===== config.mk =====
export PLATFORM = sky130hd
export DESIGN_NAME = usb_fs_rx_deser
export DESIGN_NICKNAME = d
export VERILOG_FILES = /design/src/rtl/usbrx_pkg.sv /design/src/rtl/usbrx_line_if.sv /design/src/rtl/usbrx_sync_det.sv /design/src/rtl/usbrx_unstuff.sv /design/src/rtl/usbrx_byte_asm.sv /design/src/rtl/usb_fs_rx_deser.sv
export SDC_FILE = /design/constraint.sdc
export NUM_CORES = 1
export LEC_CHECK = 0
export BUFFER_PORTS_ARGS = -buffer_cell sky130_fd_sc_hd__buf_2
export CORE_MARGIN = 1
export CORE_UTILIZATION = 61
export DETAILED_ROUTE_END_ITERATION = 10
export PLACE_DENSITY = 0.82
export SLEW_MARGIN = 0
export SYNTH_ARGS = -nofsm -noshare
export SYNTH_HDL_FRONTEND = slang
export SYNTH_SLANG_ARGS = --single-unit

===== constraint.sdc =====
create_clock -name clk -period 5.7 [get_ports clk]
set_input_delay 0.285 -clock clk [delete_from_list [all_inputs] [get_ports clk]]
set_output_delay 0.285 -clock clk [all_outputs]
set_load 0.02 [all_outputs]

===== src/rtl/usbrx_pkg.sv =====
package usbrx_pkg;

    typedef enum logic [1:0] {
        SYM_SE0 = 2'b00,
        SYM_J   = 2'b01,
        SYM_K   = 2'b10,
        SYM_SE1 = 2'b11
    } line_sym_e;

    typedef enum logic [2:0] {
        ST_HUNT,
        ST_SYNC_STRIP,
        ST_DATA,
        ST_DATA_WAIT,
        ST_EOP_STRIP,
        ST_ERROR,
        ST_ABORT_FULL,
        ST_ABORT_HOLD
    } rx_state_e;

    typedef enum logic [1:0] {
        BK_DATA,
        BK_STUFF,
        BK_STUFF_ERR
    } bit_kind_e;

    typedef struct packed {
        line_sym_e sym;
        logic      is_level;
        logic      dbit;
    } bit_info_t;

    function automatic logic sym_is_level(line_sym_e s);
        return (s == SYM_J) || (s == SYM_K);
    endfunction

    function automatic logic state_in_packet(rx_state_e s);
        return (s == ST_SYNC_STRIP) || (s == ST_DATA) || (s == ST_DATA_WAIT);
    endfunction

    function automatic logic state_drives_active(rx_state_e s);
        return state_in_packet(s) || (s == ST_ABORT_HOLD);
    endfunction

endpackage


===== src/rtl/usbrx_line_if.sv =====
module usbrx_line_if
    import usbrx_pkg::*;
(
    input  logic       clk,
    input  logic       rst,
    input  logic       bit_en,
    input  logic       line_dp,
    input  logic       line_dm,
    output logic [1:0] line_state,
    output bit_info_t  info
);
    logic prev_lvl;
    line_sym_e sym;

    assign sym           = line_sym_e'({line_dm, line_dp});
    assign info.sym      = sym;
    assign info.is_level = sym_is_level(sym);
    assign info.dbit     = info.is_level && (line_dp == prev_lvl);

    always_ff @(posedge clk) begin
        if (rst) begin
            prev_lvl   <= 1'b1;
            line_state <= SYM_J;
        end else if (bit_en) begin
            line_state <= {line_dm, line_dp};
            prev_lvl   <= info.is_level ? line_dp : 1'b1;
        end
    end
endmodule


===== src/rtl/usbrx_sync_det.sv =====
module usbrx_sync_det #(
    parameter int TAIL = 4
) (
    input  logic clk,
    input  logic rst,
    input  logic hunting,
    input  logic bit_en,
    input  logic is_level,
    input  logic dbit,
    output logic hit
);
    localparam logic [TAIL-1:0] PAT = TAIL'(1);

    logic [TAIL-1:0] hist;
    logic [TAIL-1:0] nxt;

    assign nxt = {hist[TAIL-2:0], dbit};
    assign hit = hunting && bit_en && is_level && (nxt == PAT);

    always_ff @(posedge clk) begin
        if (rst || !hunting) begin
            hist <= '1;
        end else if (bit_en) begin
            hist <= is_level ? nxt : '1;
        end
    end
endmodule


===== src/rtl/usbrx_unstuff.sv =====
module usbrx_unstuff
    import usbrx_pkg::*;
#(
    parameter int RUN = 6
) (
    input  logic      clk,
    input  logic      rst,
    input  logic      load_sync,
    input  logic      step,
    input  logic      dbit,
    output bit_kind_e kind
);
    localparam int ONES_W = $clog2(RUN + 1);

    logic [ONES_W-1:0] ones;

    always_comb begin
        if (ones == ONES_W'(RUN)) begin
            kind = dbit ? BK_STUFF_ERR : BK_STUFF;
        end else begin
            kind = BK_DATA;
        end
    end

    always_ff @(posedge clk) begin
        if (rst) begin
            ones <= '0;
        end else if (load_sync) begin
            ones <= ONES_W'(1);
        end else if (step) begin
            if (kind == BK_DATA && dbit) begin
                ones <= ones + 1'b1;
            end else begin
                ones <= '0;
            end
        end
    end
endmodule


===== src/rtl/usbrx_byte_asm.sv =====
module usbrx_byte_asm #(
    parameter int W = 8
) (
    input  logic         clk,
    input  logic         rst,
    input  logic         clear,
    input  logic         shift_en,
    input  logic         dbit,
    output logic         boundary,
    output logic         done,
    output logic [W-1:0] hold
);
    localparam int CNT_W = $clog2(W);

    logic [CNT_W-1:0] cnt;
    logic [W-1:0]     shreg;
    logic [W-1:0]     shnext;

    assign shnext   = {dbit, shreg[W-1:1]};
    assign boundary = (cnt == '0);
    assign done     = shift_en && (cnt == CNT_W'(W - 1));

    always_ff @(posedge clk) begin
        if (rst) begin
            cnt   <= '0;
            shreg <= '0;
            hold  <= '0;
        end else if (clear) begin
            cnt <= '0;
        end else if (shift_en) begin
            shreg <= shnext;
            if (done) begin
                cnt  <= '0;
                hold <= shnext;
            end else begin
                cnt <= cnt + 1'b1;
            end
        end
    end
endmodule


===== src/rtl/usb_fs_rx_deser.sv =====
module usb_fs_rx_deser
    import usbrx_pkg::*;
#(
    parameter int BYTE_W      = 8,
    parameter int STUFF_RUN   = 6,
    parameter int SYNC_TAIL   = 4,
    parameter int EOP_SE0_MIN = 2
) (
    input  logic              clk,
    input  logic              rst,
    input  logic              bit_en,
    input  logic              line_dp,
    input  logic              line_dm,
    output logic [1:0]        line_state,
    output logic [BYTE_W-1:0] rx_data,
    output logic              rx_active,
    output logic              rx_valid,
    output logic              rx_error
);
    localparam int EOP_CW = $clog2(EOP_SE0_MIN + 1);

    rx_state_e   state, nxt;
    logic [EOP_CW-1:0] eop_cnt, eop_nxt;
    bit_info_t   info;
    bit_kind_e   kind;
    logic        sync_hit, in_pkt, boundary, byte_done, shift_en, stuff_step;

    assign in_pkt     = state_in_packet(state);
    assign stuff_step = bit_en && in_pkt && info.is_level;
    assign shift_en   = stuff_step && (kind == BK_DATA);

    usbrx_line_if u_line (
        .clk(clk), .rst(rst), .bit_en(bit_en),
        .line_dp(line_dp), .line_dm(line_dm),
        .line_state(line_state), .info(info)
    );

    usbrx_sync_det #(.TAIL(SYNC_TAIL)) u_sync (
        .clk(clk), .rst(rst), .hunting(state == ST_HUNT), .bit_en(bit_en),
        .is_level(info.is_level), .dbit(info.dbit), .hit(sync_hit)
    );

    usbrx_unstuff #(.RUN(STUFF_RUN)) u_unstuff (
        .clk(clk), .rst(rst), .load_sync(sync_hit), .step(stuff_step),
        .dbit(info.dbit), .kind(kind)
    );

    usbrx_byte_asm #(.W(BYTE_W)) u_asm (
        .clk(clk), .rst(rst), .clear(!in_pkt), .shift_en(shift_en),
        .dbit(info.dbit), .boundary(boundary), .done(byte_done), .hold(rx_data)
    );

    always_comb begin
        nxt     = state;
        eop_nxt = eop_cnt;
        unique case (state)
            ST_HUNT: begin
                if (sync_hit) nxt = ST_SYNC_STRIP;
            end
            ST_SYNC_STRIP, ST_DATA, ST_DATA_WAIT: begin
                if (info.is_level) begin
                    unique case (kind)
                        BK_DATA: begin
                            if (byte_done || state == ST_DATA_WAIT) nxt = ST_DATA;
                        end
                        BK_STUFF:     nxt = ST_DATA_WAIT;
                        BK_STUFF_ERR: nxt = ST_ERROR;
                        default:      nxt = ST_ERROR;
                    endcase
                end else if (info.sym == SYM_SE0 && boundary) begin
                    nxt     = ST_EOP_STRIP;
                    eop_nxt = EOP_CW'(1);
                end else begin
                    nxt = ST_ERROR;
                end
            end
            ST_EOP_STRIP: begin
                if (info.sym == SYM_SE0) begin
                    if (eop_cnt != EOP_CW'(EOP_SE0_MIN)) eop_nxt = eop_cnt + 1'b1;
                end else if (info.sym == SYM_J && eop_cnt == EOP_CW'(EOP_SE0_MIN)) begin
                    nxt = ST_HUNT;
                end else begin
                    nxt = ST_ERROR;
                end
            end
            ST_ERROR: begin
                if (!rx_active || info.sym == SYM_SE0) nxt = ST_ABORT_FULL;
                else                                   nxt = ST_ABORT_HOLD;
            end
            ST_ABORT_HOLD: begin
                if (info.sym == SYM_SE0) nxt = ST_ABORT_FULL;
            end
            ST_ABORT_FULL: begin
                if (info.sym == SYM_J) nxt = ST_HUNT;
            end
            default: nxt = ST_HUNT;
        endcase
    end

    always_ff @(posedge clk) begin
        if (rst) begin
            state     <= ST_HUNT;
            eop_cnt   <= '0;
            rx_active <= 1'b0;
            rx_error  <= 1'b0;
            rx_valid  <= 1'b0;
        end else begin
            rx_valid <= byte_done;
            if (bit_en) begin
                state    <= nxt;
                eop_cnt  <= eop_nxt;
                rx_error <= (nxt == ST_ERROR);
                if (nxt != ST_ERROR) rx_active <= state_drives_active(nxt);
            end
        end
    end
endmodule


# Word-level counts from Yosys, hierarchy flattened
# Index checks and enable logic that the tools add are counted.
# Widths: inputs -> output; s select.
totals:
  wordCells: 102
  input_bits: 5
  reg_bits: 36
classes:
  reduce_logical: 35
  muxes: 24
  add_sub_neg: 3
  n_bitwise: 1
  n_eq_ne: 26
ops:
  columns: ["cell", "count"]
  rows:
  - ["$mux 3", 10]
  - ["$eq 3x3->1 const B", 8]
  - ["$pmux 3 s6", 1]
  - ["$eq 3x2->1 const B", 4]
  - ["$mux 2", 6]
  - ["$logic_and 1x1->1", 11]
  - ["$ne 2x2->1 const B", 5]
  - ["$logic_or 1x1->1", 9]
  - ["$add 3x1->3 const B", 2]
  - ["$eq 3x1->1 const B", 2]
  - ["$logic_not 3->1", 2]
  - ["$pmux 3 s2", 1]
  - ["$reduce_and 6->1", 1]
  - ["$mux 1", 5]
  - ["$eq 2x1->1 const B", 2]
  - ["$eq 2x2->1 const B", 2]
  - ["$eq 4x1->1 const B", 1]
  - ["$logic_not 2->1", 2]
  - ["$pmux 2 s2", 1]
  - ["$reduce_and 2->1", 2]
  - ["$reduce_bool 2->1", 2]
  - ["$reduce_or 2->1", 2]
  - ["$ne 3x3->1 const B", 1]
  - ["$reduce_and 3->1", 1]
  - ["5 further kinds", 6]

# Logic depth before layout (Yosys ltp)
logic_depth:
  ltp_word: 17
  depth_mapped: 8

# Modules after synthesis
# A second synthesis with hierarchy kept.
hier_totals:
  cells_unflattened: 196
  hier_area_um2: 1724.2
modules_own_cells:
  columns: ["module", "area_per_inst_um2", "cells_per_inst", "instances"]
  rows:
  - ["usbrx_byte_asm", 721.9, 80, 1]
  - ["usb_fs_rx_deser", 526.8, 64, 1]
  - ["usbrx_unstuff", 176.4, 20, 1]
  - ["usbrx_line_if", 155.1, 17, 1]
  - ["usbrx_sync_det", 143.9, 15, 1]

# Worst setup path before layout
# Ideal clock, no wire load.
synth_timing:
  path_type: "register to register"
  from: "register state[0]"
  to: "register rx_active"
  stages_incl_launch_ff: 7
  synth_period_minus_slack_ns: 1.812
  n_path_buf: 1
  required_time_ns: 5.597
  t_arrival_ns: 1.709
  setup_time_ns: 0.103
  setup_slack_ns: 3.888
  path_cell_list: "dfxtp_1 buf_6 or3_4 or4_4 o21ai_2 a21oi_2 a2111oi_2"
synth_via:
  elab_chain_len: 16
  elab_cells_between_ends: 36
  classes_between: "eq/ne: 12; mux: 8; reduce/logical: 16"
synth_rtl:
  columns: ["element", "line_no", "source"]
  rows:
  - ["start, declared", "usb_fs_rx_deser.sv:22", "rx_state_e state, nxt;"]
  - ["start signal, assigned", "usb_fs_rx_deser.sv:110", "state <= nxt;"]
  - ["$eq 3x1->1 or $eq 3x2->1 (tied branches)", "usbrx_pkg.sv:38, usb_fs_rx_deser.sv:56", null]
  - ["$logic_or 1x1->1 (2 in series)", "usbrx_pkg.sv:38", "return (s == ST_SYNC_STRIP) || (s == ST_DATA) || (s == ST_DATA_WAIT);"]
  - ["$logic_and 1x1->1 (2 in series)", "usb_fs_rx_deser.sv:29", "assign stuff_step = bit_en && in_pkt && info.is_level;"]
  - ["$logic_and 1x1->1", "usb_fs_rx_deser.sv:30", "assign shift_en = stuff_step && (kind == BK_DATA);"]
  - ["$logic_and 1x1->1", "usbrx_byte_asm.sv:21", "assign done = shift_en && (cnt == CNT_W'(W - 1));"]
  - ["$logic_or 1x1->1", "usb_fs_rx_deser.sv:64", "if (byte_done || state == ST_DATA_WAIT) nxt = ST_DATA;"]
  - ["$mux 3", "usb_fs_rx_deser.sv:64", null]
  - ["$pmux 3 s2", "usb_fs_rx_deser.sv:62", "unique case (kind)"]
  - ["$mux 3", "usb_fs_rx_deser.sv:61", "if (info.is_level) begin"]
  - ["$pmux 3 s6 *", "usb_fs_rx_deser.sv:56", "unique case (state)"]
  - ["$eq 3x1->1 or $eq 3x2->1 (tied branches)", "usbrx_pkg.sv:38", null]
  - ["$logic_or 1x1->1 (2 in series)", "usbrx_pkg.sv:38", null]
  - ["$logic_or 1x1->1", "usbrx_pkg.sv:42", "return state_in_packet(s) || (s == ST_ABORT_HOLD);"]
  - ["end signal, assigned", "usb_fs_rx_deser.sv:113", "if (nxt != ST_ERROR) rx_active <= state_drives_active(nxt);"]
  - ["end, declared", "usb_fs_rx_deser.sv:16", "output logic rx_active,"]
# Mark *: on every way between the ends. The rest lies on a longest branch, timed or not.
# A chain may end at the register's enable or synchronous reset.

# Worst setup path in the final report
layout_timing:
  from: "register u_asm.cnt[0]"
  to: "register rx_active"
layout_via:
  elab_chain_len: 11
  elab_cells_between_ends: 19
  classes_between: "eq/ne: 6; mux: 5; reduce/logical: 8"
layout_rtl:
  columns: ["element", "line_no", "source"]
  rows:
  - ["start, declared", "usbrx_byte_asm.sv:15", "logic [CNT_W-1:0] cnt;"]
  - ["start signal, assigned", "usbrx_byte_asm.sv:36", "cnt <= cnt + 1'b1;"]
  - ["$eq 3x3->1", "usbrx_byte_asm.sv:21", null]
  - ["$logic_and 1x1->1", "usbrx_byte_asm.sv:21", null]
  - ["$logic_or 1x1->1", "usb_fs_rx_deser.sv:64", null]
  - ["$mux 3", "usb_fs_rx_deser.sv:64", null]
  - ["$pmux 3 s2", "usb_fs_rx_deser.sv:62", null]
  - ["$mux 3 *", "usb_fs_rx_deser.sv:61", null]
  - ["$pmux 3 s6 *", "usb_fs_rx_deser.sv:56", null]
  - ["$eq 3x1->1 or $eq 3x2->1 (tied branches)", "usbrx_pkg.sv:38", null]
  - ["$logic_or 1x1->1 (2 in series)", "usbrx_pkg.sv:38", null]
  - ["$logic_or 1x1->1", "usbrx_pkg.sv:42", null]
# Marks and branches as above.

==> flow_summary.yaml <==
global_routing:
  grt_pass1_vias: 1187
  grt-ovfl-total: 0
  grt_pass1_wl_um: 4995
  grt_usage: 0.2440
  antenna_found_initial: 0
  grt_max_degree: 34
cts:
  cts_buffer_depth: 2
  clockRootBuffer: "clkbuf_4"
  cts.sinks: 35
  cts_tree: "done"
  post_cts_resized: 0
  worstSkewPairLatency_ns: 0.35
  cts_buffers: 5
  path_clk_slew_ns: 0.11
  cts_hold_buf: 0
  cts_max_level: 2
  postCtsSetupRepairBufs: 0
timing:
  worstMarginPinSlew_ns: 0.8412
  fmax_ghz: 0.4876
  setup_slack_ns: 3.649
  hold_viol: 0
  skew_ns: 0.002490
  min_period_ns: 2.051
  finalSetupViolCount: 0
  relSlewSlack: 0.4392
  maxSlewViolCount: 0
  finalCritPeriodShare: 0.3598
  fin_tns_setup_ns: 0
  rsz0062_at_grt: "no"
detailed_routing:
  detail-route-antenna-nets: 0
  vias: 1398
  drtIter0Drc: 40
  drc: 0
  routed_via_density: 5.730
  wl_per_cell_um: 13.22
  drt_wl_total_um: 3226
  dr.pass1.iters: 4
worst_setup_path:
  crit_buf_inv: 0
  cp_common_cell: "ha_1"
  cp-start-kind: "register"
  crit_path_end_kind: "register"
  cp_slowest_cell: "a2111oi_2"
  path_delay_family: "compound AO/OA/AOI/OAI gates"
  critPathMaxStageDelay_ns: 0.37
  r2r_slack_ns: 3.65
  critPathRequiredTime_ns: 5.95
  reg2reg_to: "rx_active"
  crit_type: "register to register"
  arrival_ns: 2.30
  r2r_start: "u_asm.cnt[0]"
  path_cells: "ha_1 > ha_1 > a21oi_1 > a221oi_1 > o22ai_1 > a21oi_2 > a2111oi_2"
  rr_worst_depth: 7
  path_max_fanout: 11
pwr:
  p_leak_nw: 0.7187
  p_per_area_mw_per_mm2: 289.8
  finalPower_mw: 0.5284
  ir_worst_vdd_mv: 0.3320
hold_path:
  min_path_type: "primary input to register"
  hold_start: "line_dp"
  hold-path-endpoint: "u_line.line_state[0]"
  whs_path_depth: 2
placement:
  port_buffers: 17
  place_congestion: 0.8062
  hpwlAfterDp_um: 2205
  pre_cts_slack_ns: 3.503
cells_and_area:
  layout.cells.most_common_list: "35 x dfxtp_1, 29 x nand2_1, 21 x a21oi_1"
  nets: 227
  n_antenna_cell: 0
  drive_gt1_frac: 0.1636
  synthToLayoutAreaGrowth_pct: 10.38
  final_common_cell: "dfxtp_1"
  postLayoutCoreUtil: 0.7227
logic_synthesis:
  synthesis.nets: 214
  yosysWarnings: 0
  synthCells: 200
  synth_area_leaders: "dfxtp_1 42%, ha_1 6.8%, nand2_1 6.6%, a21oi_1 6.4%, nor3_1 3.6%"
  ys_seq_area_frac: 0.4242
  yosysTopAreaCell: "dfxtp_1"
  synth_area_per_cell_um2: 8.258
  yosysTopAreaCellShare: 0.4242
  ys_ff_latch: 35
  synth.distinct_cells: 42
  syn_area_mm2: 0.001652
job:
  max_cap_violations: 0
floorplan:
  die_area_mm2: 0.002920
  die_x_um: 54.04
  initial_core_util: 0.6548
  core-area_mm2: 0.002522
  row_count: 18
  dieHeight_um: 54.04
  pin_count: 18
run_status:
  outcome: "complete, no violations"
==> power breakdown <==
part | switching, mW | internal, mW
Sequential | 0.00539 | 0.249
Combinational | 0.0315 | 0.0190
Clock | 0.0865 | 0.137
==> state kept, by name, indices dropped and copies added, names as in the netlist <==
name	flops
u_line.line_state	2
rx_valid	1
state	3
u_line.prev_lvl	1
u_unstuff.ones	3
u_sync.hist	3
eop_cnt	2
u_asm.hold	8
rx_active	1
u_asm.cnt	3
rx_error	1
u_asm.shreg	7
==> worst max path at each step <==
stage | cells after the start | start | slack (ns) | end
global route | 7 | u_asm.cnt[0] | 3.50 | rx_active
floorplan | 6 | state[0] | 3.89 | rx_active
detailed placement | 8 | line_dp | 3.50 | u_asm.hold[1]
global placement | 8 | line_dp | 3.59 | u_asm.hold[6]
CTS | 7 | u_asm.cnt[0] | 3.67 | rx_active
finish | 7 | u_asm.cnt[0] | 3.65 | rx_active
==> routing by layer <==
layer / share of wire / wire length (um) / GRT usage / up-vias
met3: 0.045 / 146 / 0.08757 / 6
met5: 0 / 0 / 0 / -
met1: 0.47 / 1527 / 0.2950 / 647
li1: - / - / - / 715
met4: 0.012 / 40 / 0.1068 / 0
met2: 0.47 / 1511 / 0.3868 / 30
==> stage by stage <==
stage	cells	hold slack (ns)	area (um2)
6_report	244	0.2062	1823
3_3_place_gp	236	0.4397	1722
2_1_floorplan	200	0.3539	1652
5_1_grt	244	0.2088	1823
3_5_place_dp	236	0.4440	1722
4_1_cts	244	0.1968	1823
==> cells in the mapped netlist <==
cell type,n
nand3_1,8
a211o_1,1
o21ba_2,1
a22oi_1,1
or4_4,1
or4_1,1
mux2i_1,4
o21bai_1,1
a221oi_1,1
dfxtp_1,35
clkbuf_1,8
or2_2,3
o21ai_2,1
clkbuf_4,1
o32ai_1,1
and2_1,2
or3b_2,1
a311oi_1,1
o22ai_1,1
buf_1,1
xor2_1,1
a211oi_1,4
and2b_2,1
or3_1,2
nor3_1,12
a2111oi_2,1
nor2b_1,3
nand2b_1,1
nand4bb_1,1
nor2_1,15
nor3b_1,1
nand4_1,1
ha_1,9
inv_1,11
nand2_1,29
a21oi_1,21
buf_6,1
a2bb2oi_1,1
a21oi_2,1
o21ai_0,8
a31oi_1,1
or3_4,1
==> area by class of cell <==
cell class	count	area, um2
multi-input cells	143	857.1
flip-flops and latches	35	700.7
fillers	205	699.4
repair buffers	17	85.08
clock inverters	2	60.06
clock buffers	6	41.29
inverters	11	41.29
well taps	30	37.54
==> worst reg2reg max path, stage by stage, from the launching register on <==
cell and delay [ns]:
dfxtp_1 0.35, ha_1 0.21, ha_1 0.32, a21oi_1 0.26, a221oi_1 0.11, o22ai_1 0.21
a21oi_2 0.11, a2111oi_2 0.37
==> cell families (layout without fill, tap and decap cells) <==
family | Yosys count | count (layout) | share of synthesized area
compound gates | 46 | 46 | 0.1750
xor+xnor | 1 | 1 | 0.005304
fa+ha+maj | 9 | 9 | 0.06818
buf+inv | 22 | 36 | 0.05682
flops | 35 | 35 | 0.4242
mux | 4 | 4 | 0.02424
simple gates | 83 | 83 | 0.2462
(Power assumes the default switching activity.)
